<file path="src/rtl/intr_pkg.sv">
package intr_pkg;
   localparam int unsigned DATA_W    = 8;
   localparam int unsigned CORE_SRCS = 3;
   // core register bit positions (software decodes these)
   localparam int unsigned B_GIE  = 7;
   localparam int unsigned B_GRP  = 6;
   localparam int unsigned B_EN_H = 5;
   localparam int unsigned B_EN_L = 3;
   localparam int unsigned B_FL_H = 2;
   localparam int unsigned B_FL_L = 0;
endpackage

</file>
<file path="src/rtl/intr_flag_reg.sv">
module intr_flag_reg #(
   parameter int unsigned W = 8
) (
   input  logic         clk,
   input  logic         rst_n,
   input  logic [W-1:0] evt,
   input  logic         wr_en,
   input  logic [W-1:0] wr_data,
   output logic [W-1:0] q
);
   logic [W-1:0] nxt;

   always_comb begin
      nxt = wr_en ? wr_data : q;
      nxt = nxt | evt;          // event wins over a clearing write
   end

   always_ff @(posedge clk) begin
      if (!rst_n) q <= '0;
      else        q <= nxt;
   end

   p_evt_sets_r3: assert property (@(posedge clk) disable iff (!rst_n)
      (evt != '0) |=> ((q & $past(evt)) == $past(evt)));
   p_evt_beats_write_r4: assert property (@(posedge clk) disable iff (!rst_n)
      (wr_en && (evt != '0)) |=> ((q & $past(evt)) != '0));
   p_hold_r10: assert property (@(posedge clk) disable iff (!rst_n)
      (!wr_en && evt == '0) |=> $stable(q));
endmodule

</file>
<file path="src/rtl/intr_bank.sv">
module intr_bank #(
   parameter int unsigned W = 8
) (
   input  logic         clk,
   input  logic         rst_n,
   input  logic [W-1:0] evt,
   input  logic         flag_we,
   input  logic         en_we,
   input  logic [W-1:0] wdata,
   output logic [W-1:0] flags,
   output logic [W-1:0] enables,
   output logic         pend
);
   intr_flag_reg #(.W(W)) u_flags (
      .clk(clk), .rst_n(rst_n), .evt(evt),
      .wr_en(flag_we), .wr_data(wdata), .q(flags)
   );

   always_ff @(posedge clk) begin
      if (!rst_n)     enables <= '0;
      else if (en_we) enables <= wdata;
   end

   assign pend = |(flags & enables);
endmodule

</file>
<file path="src/rtl/intr_gie_ctl.sv">
module intr_gie_ctl (
   input  logic clk,
   input  logic rst_n,
   input  logic ack,
   input  logic ret,
   input  logic wr_en,
   input  logic wr_gie,
   input  logic pend_any,
   output logic gie,
   output logic req
);
   logic drop_now;
   assign drop_now = wr_en && !wr_gie;

   always_ff @(posedge clk) begin
      if (!rst_n) begin
         gie <= 1'b0;
         req <= 1'b0;
      end else begin
         req <= gie && pend_any && !ack && !drop_now;
         if (ack)        gie <= 1'b0;
         else if (ret)   gie <= 1'b1;
         else if (wr_en) gie <= wr_gie;
      end
   end

   p_req_needs_gie_r6: assert property (@(posedge clk) disable iff (!rst_n)
      req |-> $past(gie));
   p_ack_clears_r7: assert property (@(posedge clk) disable iff (!rst_n)
      ack |=> (!gie && !req));
   p_ret_sets_r8: assert property (@(posedge clk) disable iff (!rst_n)
      (ret && !ack) |=> gie);
   p_drop_suppress_r9: assert property (@(posedge clk) disable iff (!rst_n)
      drop_now |=> !req);
endmodule

</file>
<file path="src/rtl/intr_hub.sv">
module intr_hub
   import intr_pkg::*;
#(
   parameter int unsigned NBANK   = 2,
   parameter int unsigned BANK_W  = 8,
   parameter int unsigned ADDR_W  = 4,
   parameter int unsigned VEC_W   = 13,
   parameter int unsigned VEC_VAL = 4
) (
   input  logic                    clk,
   input  logic                    rst_n,
   input  logic [CORE_SRCS-1:0]    core_evt,
   input  logic [NBANK*BANK_W-1:0] periph_evt,
   input  logic                    reg_we,
   input  logic [ADDR_W-1:0]       reg_addr,
   input  logic [DATA_W-1:0]       reg_wdata,
   output logic [DATA_W-1:0]       reg_rdata,
   input  logic                    irq_ack,
   input  logic                    irq_ret,
   output logic                    irq_req,
   output logic [VEC_W-1:0]        irq_vector,
   output logic                    wake
);
   localparam int unsigned LAST_ADDR = 2 * NBANK;

   if (BANK_W == 0 || BANK_W > DATA_W) begin : g_bad_bank_w
      $error("BANK_W must be 1..DATA_W");
   end
   if ((1 << ADDR_W) <= LAST_ADDR) begin : g_bad_addr_w
      $error("ADDR_W too small for bank count");
   end
   if (VEC_VAL >= (1 << VEC_W)) begin : g_bad_vec
      $error("VEC_VAL does not fit VEC_W");
   end

   logic                 core_wr;
   logic [CORE_SRCS-1:0] core_flag;
   logic [CORE_SRCS-1:0] core_en;
   logic                 grp_en;
   logic                 gie;
   logic                 pend_any;
   logic [NBANK-1:0]     bank_pend;
   logic [BANK_W-1:0]    bank_f [NBANK];
   logic [BANK_W-1:0]    bank_e [NBANK];

   assign core_wr = reg_we && (reg_addr == '0);

   intr_flag_reg #(.W(CORE_SRCS)) u_core_flags (
      .clk(clk), .rst_n(rst_n), .evt(core_evt),
      .wr_en(core_wr), .wr_data(reg_wdata[B_FL_H:B_FL_L]), .q(core_flag)
   );

   always_ff @(posedge clk) begin
      if (!rst_n) begin
         core_en <= '0;
         grp_en  <= 1'b0;
      end else if (core_wr) begin
         core_en <= reg_wdata[B_EN_H:B_EN_L];
         grp_en  <= reg_wdata[B_GRP];
      end
   end

   for (genvar k = 0; k < NBANK; k++) begin : g_bank
      logic f_we, e_we;
      assign f_we = reg_we && (reg_addr == ADDR_W'(1 + 2*k));
      assign e_we = reg_we && (reg_addr == ADDR_W'(2 + 2*k));
      intr_bank #(.W(BANK_W)) u_bank (
         .clk(clk), .rst_n(rst_n),
         .evt(periph_evt[k*BANK_W +: BANK_W]),
         .flag_we(f_we), .en_we(e_we),
         .wdata(reg_wdata[BANK_W-1:0]),
         .flags(bank_f[k]), .enables(bank_e[k]),
         .pend(bank_pend[k])
      );
   end

   assign pend_any = (|(core_flag & core_en)) | (grp_en && (|bank_pend));

   intr_gie_ctl u_gie (
      .clk(clk), .rst_n(rst_n), .ack(irq_ack), .ret(irq_ret),
      .wr_en(core_wr), .wr_gie(reg_wdata[B_GIE]),
      .pend_any(pend_any), .gie(gie), .req(irq_req)
   );

   always_comb begin
      reg_rdata = '0;
      if (reg_addr == '0)
         reg_rdata = {gie, grp_en, core_en, core_flag};
      for (int k = 0; k < NBANK; k++) begin
         if (reg_addr == ADDR_W'(1 + 2*k)) reg_rdata = DATA_W'(bank_f[k]);
         if (reg_addr == ADDR_W'(2 + 2*k)) reg_rdata = DATA_W'(bank_e[k]);
      end
   end

   assign irq_vector = VEC_W'(VEC_VAL);
   assign wake       = pend_any;

   p_req_after_wake_r11: assert property (@(posedge clk) disable iff (!rst_n)
      irq_req |-> $past(wake));
   p_grp_gate_r5: assert property (@(posedge clk) disable iff (!rst_n)
      (!grp_en && (core_flag & core_en) == '0) |-> !wake);
endmodule

</file>
<file path="config.mk">
export PLATFORM = sky130hd
export DESIGN_NAME = intr_hub
export DESIGN_NICKNAME = d
export VERILOG_FILES = /design/src/rtl/intr_pkg.sv /design/src/rtl/intr_flag_reg.sv /design/src/rtl/intr_bank.sv /design/src/rtl/intr_gie_ctl.sv /design/src/rtl/intr_hub.sv
export SDC_FILE = /design/constraint.sdc
export NUM_CORES = 1
export LEC_CHECK = 0
export BUFFER_PORTS_ARGS = -buffer_cell sky130_fd_sc_hd__buf_2
export CORE_ASPECT_RATIO = 0.9
export CORE_MARGIN = 4
export CORE_UTILIZATION = 24
export CTS_CLUSTER_DIAMETER = 60
export DETAILED_ROUTE_END_ITERATION = 8
export PLACE_DENSITY = 0.42
export SETUP_SLACK_MARGIN = 0.2
export SYNTH_ARGS = -nofsm -noshare
export SYNTH_HDL_FRONTEND = slang
export SYNTH_SLANG_ARGS = --single-unit
</file>
<file path="constraint.sdc">
create_clock -name clk -period 3.1 [get_ports clk]
set_input_delay 0.155 -clock clk [delete_from_list [all_inputs] [get_ports clk]]
set_output_delay 0.155 -clock clk [all_outputs]
set_load 0.02 [all_outputs]
</file>
==> key figures, run 1 <==
Timing
  – Max Slew Vio Count: 0
  – Period minus WS final: 1910 ps
  – Fin. Hold Viols: 0
  – Worst rel slew slack: a little under three fifths
  – FMAX: 0.524 GHz
  – Final setup viols: 0
  – Setup Skew: between 8 and 9 ps
  – Final Cycle Share: 61.6%
  – RSZ-0062 raised after global routing: false
  – TNS Setup: 0 ps
  – Worst-Margin Slew: 664 ps

Drt
  – Final Routed Wirelength: about 6200 microns
  – Vias: 1,772
  – Post-route ant nets: 0
  – Drc violations: 0
  – First DRT Iteration DRCs: 67
  – Vias per cell: 4.54
  – Drt pass-1 iters: 4
  – WL/cell: 16.0 microns

Pwr
  – Maximum VDD drop: 0.190 mV
  – Leakage power: about 0.0012 uW
  – Power Density: 425 mW/mm^2
  – Pwr Total: roughly 1100 uW

Placed design
  – Post-DP HPWL: 4790 microns
  – RD Place Congestion: 0.789
  – Port bufs: 45

Yosys
  – Synth Register Bits: 41
  – Syn. warnings: 0
  – Ys async rst share: 0%
  – Post-Syn Instances: 230
  – Post-synth EDFFs: 0
  – Distinct cells, synth: 37
  – Avg Cell Area, Syn: slightly below 10 sq um
  – Sequential fraction of the synthesis area: between 30% and 40%
  – Mapped Area: about 0.0022 sq mm
  – Primary FF master, synth: dfxtp_1

Job
  – Max cap viols: 0

Floorplan
  – I/O pin total: 59
  – Die H: 99.5 microns
  – Core footprint: around 0.0091 sq mm
  – Site Rows: 33
  – Die X: 110 microns
  – Initial core utilization: 24.6%
  – Die area: 0.0109 sq mm

Critical path
  – Crit path kind: reg -> out
  – Kind of start point of the critical path: register
  – Critical path required time: 2940 ps
  – Worst Path Max Fanout: 3
  – Worst EP arrival: between 1500 and 2000 ps
  – Setup crit end kind: primary output

Clocking
  – Clk buf depth: 2
  – Worst-Skew Late Latency: 300 ps
  – Post-cts repair resize count: 0
  – Clk slew on worst S/H paths: 90 ps
  – CTS root buf: clkbuf_8
  – Setup repair bufs after CTS: 0
  – Clk sinks: slightly above 40
  – Cts bufs inserted: 5
  – CTS tree: done
  – H-Tree Depth: 2
  – Hold Buf Count CTS: 0

Finish
  – Nets@finish: between 300 and 400
  – Area growth from synthesis to layout: 14.8%
  – Share of cells above drive strength 1: 26.1%
  – Antenna cells: 0

Outcome
  – Status: finished, final reports clean

GRT
  – First-pass GRT wire length: 9570 microns
  – M2 GR Usage: ~18%
  – Met3 Use GR: 2.60%
  – Initial antenna violation count: 0
  – Global Route Usage Sum: 11.8%
  – Top Usage Layer GRT: met2
  – Vias in the first global route: 1,785
  – Largest net degree at the start of global routing: 41
  – GRT met1 Usage: between 15 and 20%
  – GRT overflow: 0

Hold path
  – Worst hold path type: in -> reg
-- kinds of logic after synthesis --
group | count (synthesis) | share of synthesized area, %
compound gates | 64 | 20.6
buf+inv | 29 | 8.19
flops | 41 | 36.8
mux | 40 | 19.1
other cells | 2 | 0.337
simple gates | 54 | 15.0
-- registers in the layout, summed over array words and instances (netlist names) --
| register | count |
|---|---|
| u_core_flags.q | 3 |
| u_gie.req | 1 |
| grp_en | 1 |
| g_bank.u_bank.enables | 16 |
| u_gie.gie | 1 |
| core_en | 3 |
| g_bank.u_bank.u_flags.q | 16 |
-- worst max-delay path: stages (launching register included) --
cell	delay, ps
dfxtp_1	340
a22o_1	240
a221oi_1	270
and4_1	320
o21ai_0	80
buf_2	200
-- synthesized netlist by cell type, types with 2 or more instances --
library cell | instances | area share (%)
dfxtp_1 | 41 | 37
mux2i_1 | 29 | 13
nor2b_1 | 22 | 6.2
a21oi_1 | 15 | 3.4
buf_4 | 14 | 4.7
nand2_1 | 13 | 2.2
o21a_1 | 13 | 4.4
a21boi_1 | 8 | 2.7
mux2_2 | 8 | 4.0
nor2_1 | 8 | 1.3
a22oi_1 | 5 | 1.7
buf_2 | 5 | 1.1
clkbuf_1 | 5 | 0.84
o2bb2ai_1 | 5 | 2.0
a221oi_1 | 4 | 1.6
a22o_1 | 4 | 1.6
inv_1 | 3 | 0.50
mux2_4 | 3 | 2.0
a2bb2oi_1 | 2 | 0.79
buf_6 | 2 | 1.0
conb_1 | 2 | 0.34
nand3_2 | 2 | 0.90
o21ai_0 | 2 | 0.45
o22ai_1 | 2 | 0.56
-- final cells by class --
class	instances	area [sq um]
Multi-Input combinational cell	171	1270
Clock inverter	2	10.0
Fill cell	1002	6520
Tap cell	122	153
Timing Repair Buffer	45	225
Sequential cell	41	821
Inverter	3	11.3
Clock buffer	6	72.6
-- report_power, final --
part	total, uW	internal (uW)	switching (uW)
Combinational	163	70.9	92.1
Clock	357	157	200
Sequential	570	549	20.8
Total	1090	776	313
-- metal layers --
layer,vias up,wire [microns]
met5,-,0
met4,0,32
met3,5,336
met2,59,2870
met1,834,3010
li1,874,-
-- worst paths after layout --
check | startpoint | to | slack [ps] | cells after the start
worst max register to register | g_bank[0].u_bank.u_flags.q[6] | u_gie.req | 1670 | 4
worst min register to register | u_gie.gie | u_gie.req | 480 | 2
worst min-delay path | periph_evt[2] | g_bank[0].u_bank.u_flags.q[2] | 50 | 2
worst max-delay path | g_bank[0].u_bank.u_flags.q[6] | wake | 1190 | 5
-- cell usage in the layout (no fill, tap or decap), types with 2 or more instances in the layout --
cell        n
a21boi_1    8
clkinv_2    2
mux2_4      3
buf_2      45
clkbuf_8    5
a2bb2oi_1   2
a21oi_1    15
nand3_2     2
a22oi_1     5
a221oi_1    4
nor2b_1    22
o21ai_0     2
conb_1     13
inv_1       3
mux2i_1    29
a22o_1      4
mux2_2      8
o2bb2ai_1   5
o22ai_1     2
nand2_1    13
nor2_1      8
dfxtp_1    41
o21a_1     13
-- per-stage QoR --
step	hold WS (ps)	utilization, %	setup WS [ps]	instance area (sq um)	std cells
2_1_floorplan	279	-	1730	2270	241
3_3_place_gp	363	27.3	1300	2480	382
3_5_place_dp	367	27.3	1260	2480	382
4_1_cts	49.9	28.2	1200	2560	390
5_1_grt	52.2	28.2	1090	2560	390
6_report	52.3	28.2	1190	2560	390
Note: power is estimated with default switching activity, not from simulation.
==> run 2: changes to the inputs <==
ABC_AREA = 1   (was unset)
clock period = 1.9 ns   (was 3.1 ns; I/O delays follow)
==> key figures, run 2 <==
Outcome
  – Status: finished, final reports clean

Clocking
  – Clk buf depth: 2 (unchanged)
  – Setup repair bufs after CTS: 0 (unchanged)
  – Worst-Skew Late Latency: 300 ps (about the same)
  – CTS tree: done
  – CTS root buf: clkbuf_8
  – Cts bufs inserted: 5 (unchanged)
  – Post-cts repair resize count: 0 (unchanged)
  – Clk sinks: 41 (unchanged)
  – H-Tree Depth: 2 (unchanged)
  – Clk slew on worst S/H paths: 90 ps (about the same)

Placed design
  – Post-DP Area: 0.00248 sq mm (about the same)
  – Dpl ws: 504 ps (-755 ps)
  – RD Place Congestion: 0.802 (+1.6%)
  – Post-DP HPWL: 4950 microns (+3.3%)
  – Port bufs: 45 (unchanged)

Yosys
  – Distinct cells, synth: 20 (-46%)
  – Post-synth top area cell: dfxtp_1
  – Synth Register Bits: 41 (unchanged)
  – Mux contribution to synthesized area: 0% (-19 points)
  – Primary FF master, synth: dfxtp_1
  – Avg Cell Area, Syn: 6.42 sq um (-34%)
  – Post-synthesis xor/xnor area fraction: 0% (unchanged)
  – Area contributors post-synth: dfxtp_1, nand2_1, inv_1
  – Post-Syn Instances: 337 (+47%)
  – Ys async rst share: 0% (unchanged)
  – Synth cell count leaders: nand2_1, dfxtp_1, inv_1
  – Sequential fraction of the synthesis area: 37.9% (+1.1 points)
  – Largest family of logic cells by synthesized area: simple AND/OR/NAND/NOR gates
  – Syn. warnings: 0 (unchanged)
  – Post-synth EDFFs: 0 (unchanged)
  – Compound-gate portion of the synthesized area: 13.5% (-7.1 points)
  – Yosys top cell area share: 37.9% (+1.1 points)
  – Post-synthesis simple-gate area fraction: 34.6% (+20 points)
  – Adder and majority gate portion of the synthesized area: 0% (unchanged)
  – Top-count cell post-synth: nand2_1
  – Mapped Area: 0.00216 sq mm (-3.0%)

GRT
  – GRT met1 Usage: 17.0% (+0.72 points)
  – Vias in the first global route: 2,151 (+21%)
  – Met3 Use GR: 2.78% (+0.18 points)
  – Largest net degree at the start of global routing: 22 (-46%)
  – Top Usage Layer GRT: met2
  – Global Route Usage Sum: 12.2% (+0.50 points)
  – GRT overflow: 0 (unchanged)
  – First-pass GRT wire length: 10,300 microns (+7.9%)
  – M2 GR Usage: 19.6% (+1.1 points)
  – Initial antenna violation count: 0 (unchanged)

Pwr
  – Leakage power: 0.00130 uW (+9.4%)
  – Maximum VDD drop: 0.279 mV (+47%)
  – Power Density: 722 mW/mm^2 (+70%)

Timing
  – RSZ-0062 raised after global routing: false
  – Fin. Hold Viols: 0 (unchanged)
  – Max Slew Vio Count: 0 (unchanged)
  – Period minus WS final: ~1400 ps
  – FMAX: between 0.7 and 0.8 GHz
  – TNS Setup: 0 ps (unchanged)
  – Worst rel slew slack: 66.5% (+11 points)
  – Setup Skew: 10.7 ps (+2.35 ps)
  – Setup WS post-layout: 482 ps (-709 ps)
  – Final Cycle Share: approximately three quarters
  – Final setup viols: 0 (unchanged)
  – Worst-Margin Slew: 499 ps (-165 ps)

Finish
  – Nets@finish: 427 (+41%)
  – Largest registers: g_bank.u_bank.enables (16), g_bank.u_bank.u_flags.q (16)
  – Share of cells above drive strength 1: 17.3% (-8.8 points)
  – Antenna cells: 0 (unchanged)
  – Area growth from synthesis to layout: 23.4%
  – Commonest non-fill, non-tap cell in the layout: nand2_1
  – Fin area: 0.00267 sq mm (+4.2%)
  – Most frequent cells in the layout: nand2_1, buf_2, dfxtp_1

Drt
  – Drt pass-1 iters: 4 (unchanged)
  – Vias per cell: 4.10 (-9.8%)
  – First DRT Iteration DRCs: 89 (+33%)
  – Drc violations: 0 (unchanged)
  – Vias: 2,095 (+18%)
  – Final Routed Wirelength: 6100 microns (-2.4%)
  – WL/cell: 11.9 microns (-26%)
  – Post-route ant nets: 0 (unchanged)

Critical path
  – CP delay by family, top: simple AND/OR/NAND/NOR gates
  – Setup crit end kind: primary output
  – Kind of start point of the critical path: register
  – Critical path required time: 1800 ps (-1140 ps)
  – Critical path's slowest cell: dfxtp_1
  – Crit path kind: reg -> out
  – Cell mode on critical path: nand2_1
  – Worst Path Max Fanout: 3 (unchanged)
  – Max incr delay on CP: 340 ps (about the same)
  – Worst EP arrival: 1320 ps (-430 ps)
  – Buffer and inverter count on the worst path: 1 (unchanged)
  – Cell Chain, Critical Path: nand2_1 > nand3_1 > nor2_1 > nand3_1 > nand2_1 > nand2_1 > buf_2

Floorplan
  – Die area: 0.0106 sq mm (-2.7%)
  – Die X: 108 microns (-1.4%)
  – Die H: 98.1 microns (-1.4%)
  – Initial core utilization: 24.9% (+0.35 points)
  – I/O pin total: 59 (unchanged)
  – Site Rows: 32 (-3.0%)
  – Core footprint: 0.00869 sq mm (-4.4%)

Hold path
  – Worst hold path type: in -> reg

Job
  – Max cap viols: 0 (unchanged)
==> run 2: changes by cell type after synthesis, moves of 7 or more <==
cell,previous run,this run
a21boi_1,8,0
inv_1,3,40
mux2_2,8,0
mux2i_1,29,0
nand2_1,13,97
nand3_1,0,22
nand3b_1,1,8
nor2_1,8,36
nor2b_1,22,0
o21a_1,13,0
o21ai_0,2,29
o21ai_1,0,10
==> run 2: repair_timing <==
action / CTS / global route
hold buffers: 7 / 0
endpoints found under the hold margin: 7 / 0
setup endpoints to repair: 0 / 0
==> run 2: path summary, 6_finish.rpt <==
path / from / cells past startpoint / slack, ps / endpoint
worst max-delay path: g_bank[0].u_bank.u_flags.q[0] / 7 / 480 / wake
worst min register to register: grp_en / 2 / 470 / grp_en
worst max register to register: g_bank[0].u_bank.u_flags.q[0] / 6 / 910 / u_gie.req
worst min-delay path: core_evt[1] / 3 / 8 / u_core_flags.q[1]
==> run 2: metal layers <==
layer | up-vias | wire [microns]
li1 | 1137 | -
met1 | 904 | 3110
met2 | 50 | 2640
met3 | 4 | 311
met4 | 0 | 40
met5 | - | 0
==> run 2: where the power goes <==
group / internal [uW] / total (uW) / switching [uW]
clock: 428 / 752 / 324
sequential: 900 / 929 / 29.5
combinational: 90.7 / 245 / 155
total: 1420 / 1930 / 509
==> run 2: kinds of logic (layout without fill, tap and decap cells) <==
logic type	count (synthesis)	count (layout)
AND/OR/NAND/NOR	172	172
buffers and inverters	64	108
AO/OA/AOI/OAI	58	58
flip-flops	41	41
other	2	13
==> run 2: area by class of cell <==
class                      count  area (sq um)
clock buffer                   6          82.6
clock inverter                 2          37.5
fill                        1034          6020
inverter                      44           165
multi-input combinational    243          1090
sequential                    41           821
tap                          119           149
timing repair buffer          56           325
==> run 2: metrics by stage <==
stage	hold WS, ps	total power [uW]	std cells	utilization, %
floorplan	206	1110	348	-
global placement	291	1190	496	28.5
detailed placement	296	1190	496	28.5
CTS	6.77	1950	511	30.7
global route	16.6	2030	511	30.7
finish	8.21	1930	511	30.7
==> run 2: tightest hold or removal path: stages <==
cell and delay (ps):
buf_2 70, o21ai_0 70, inv_1 40
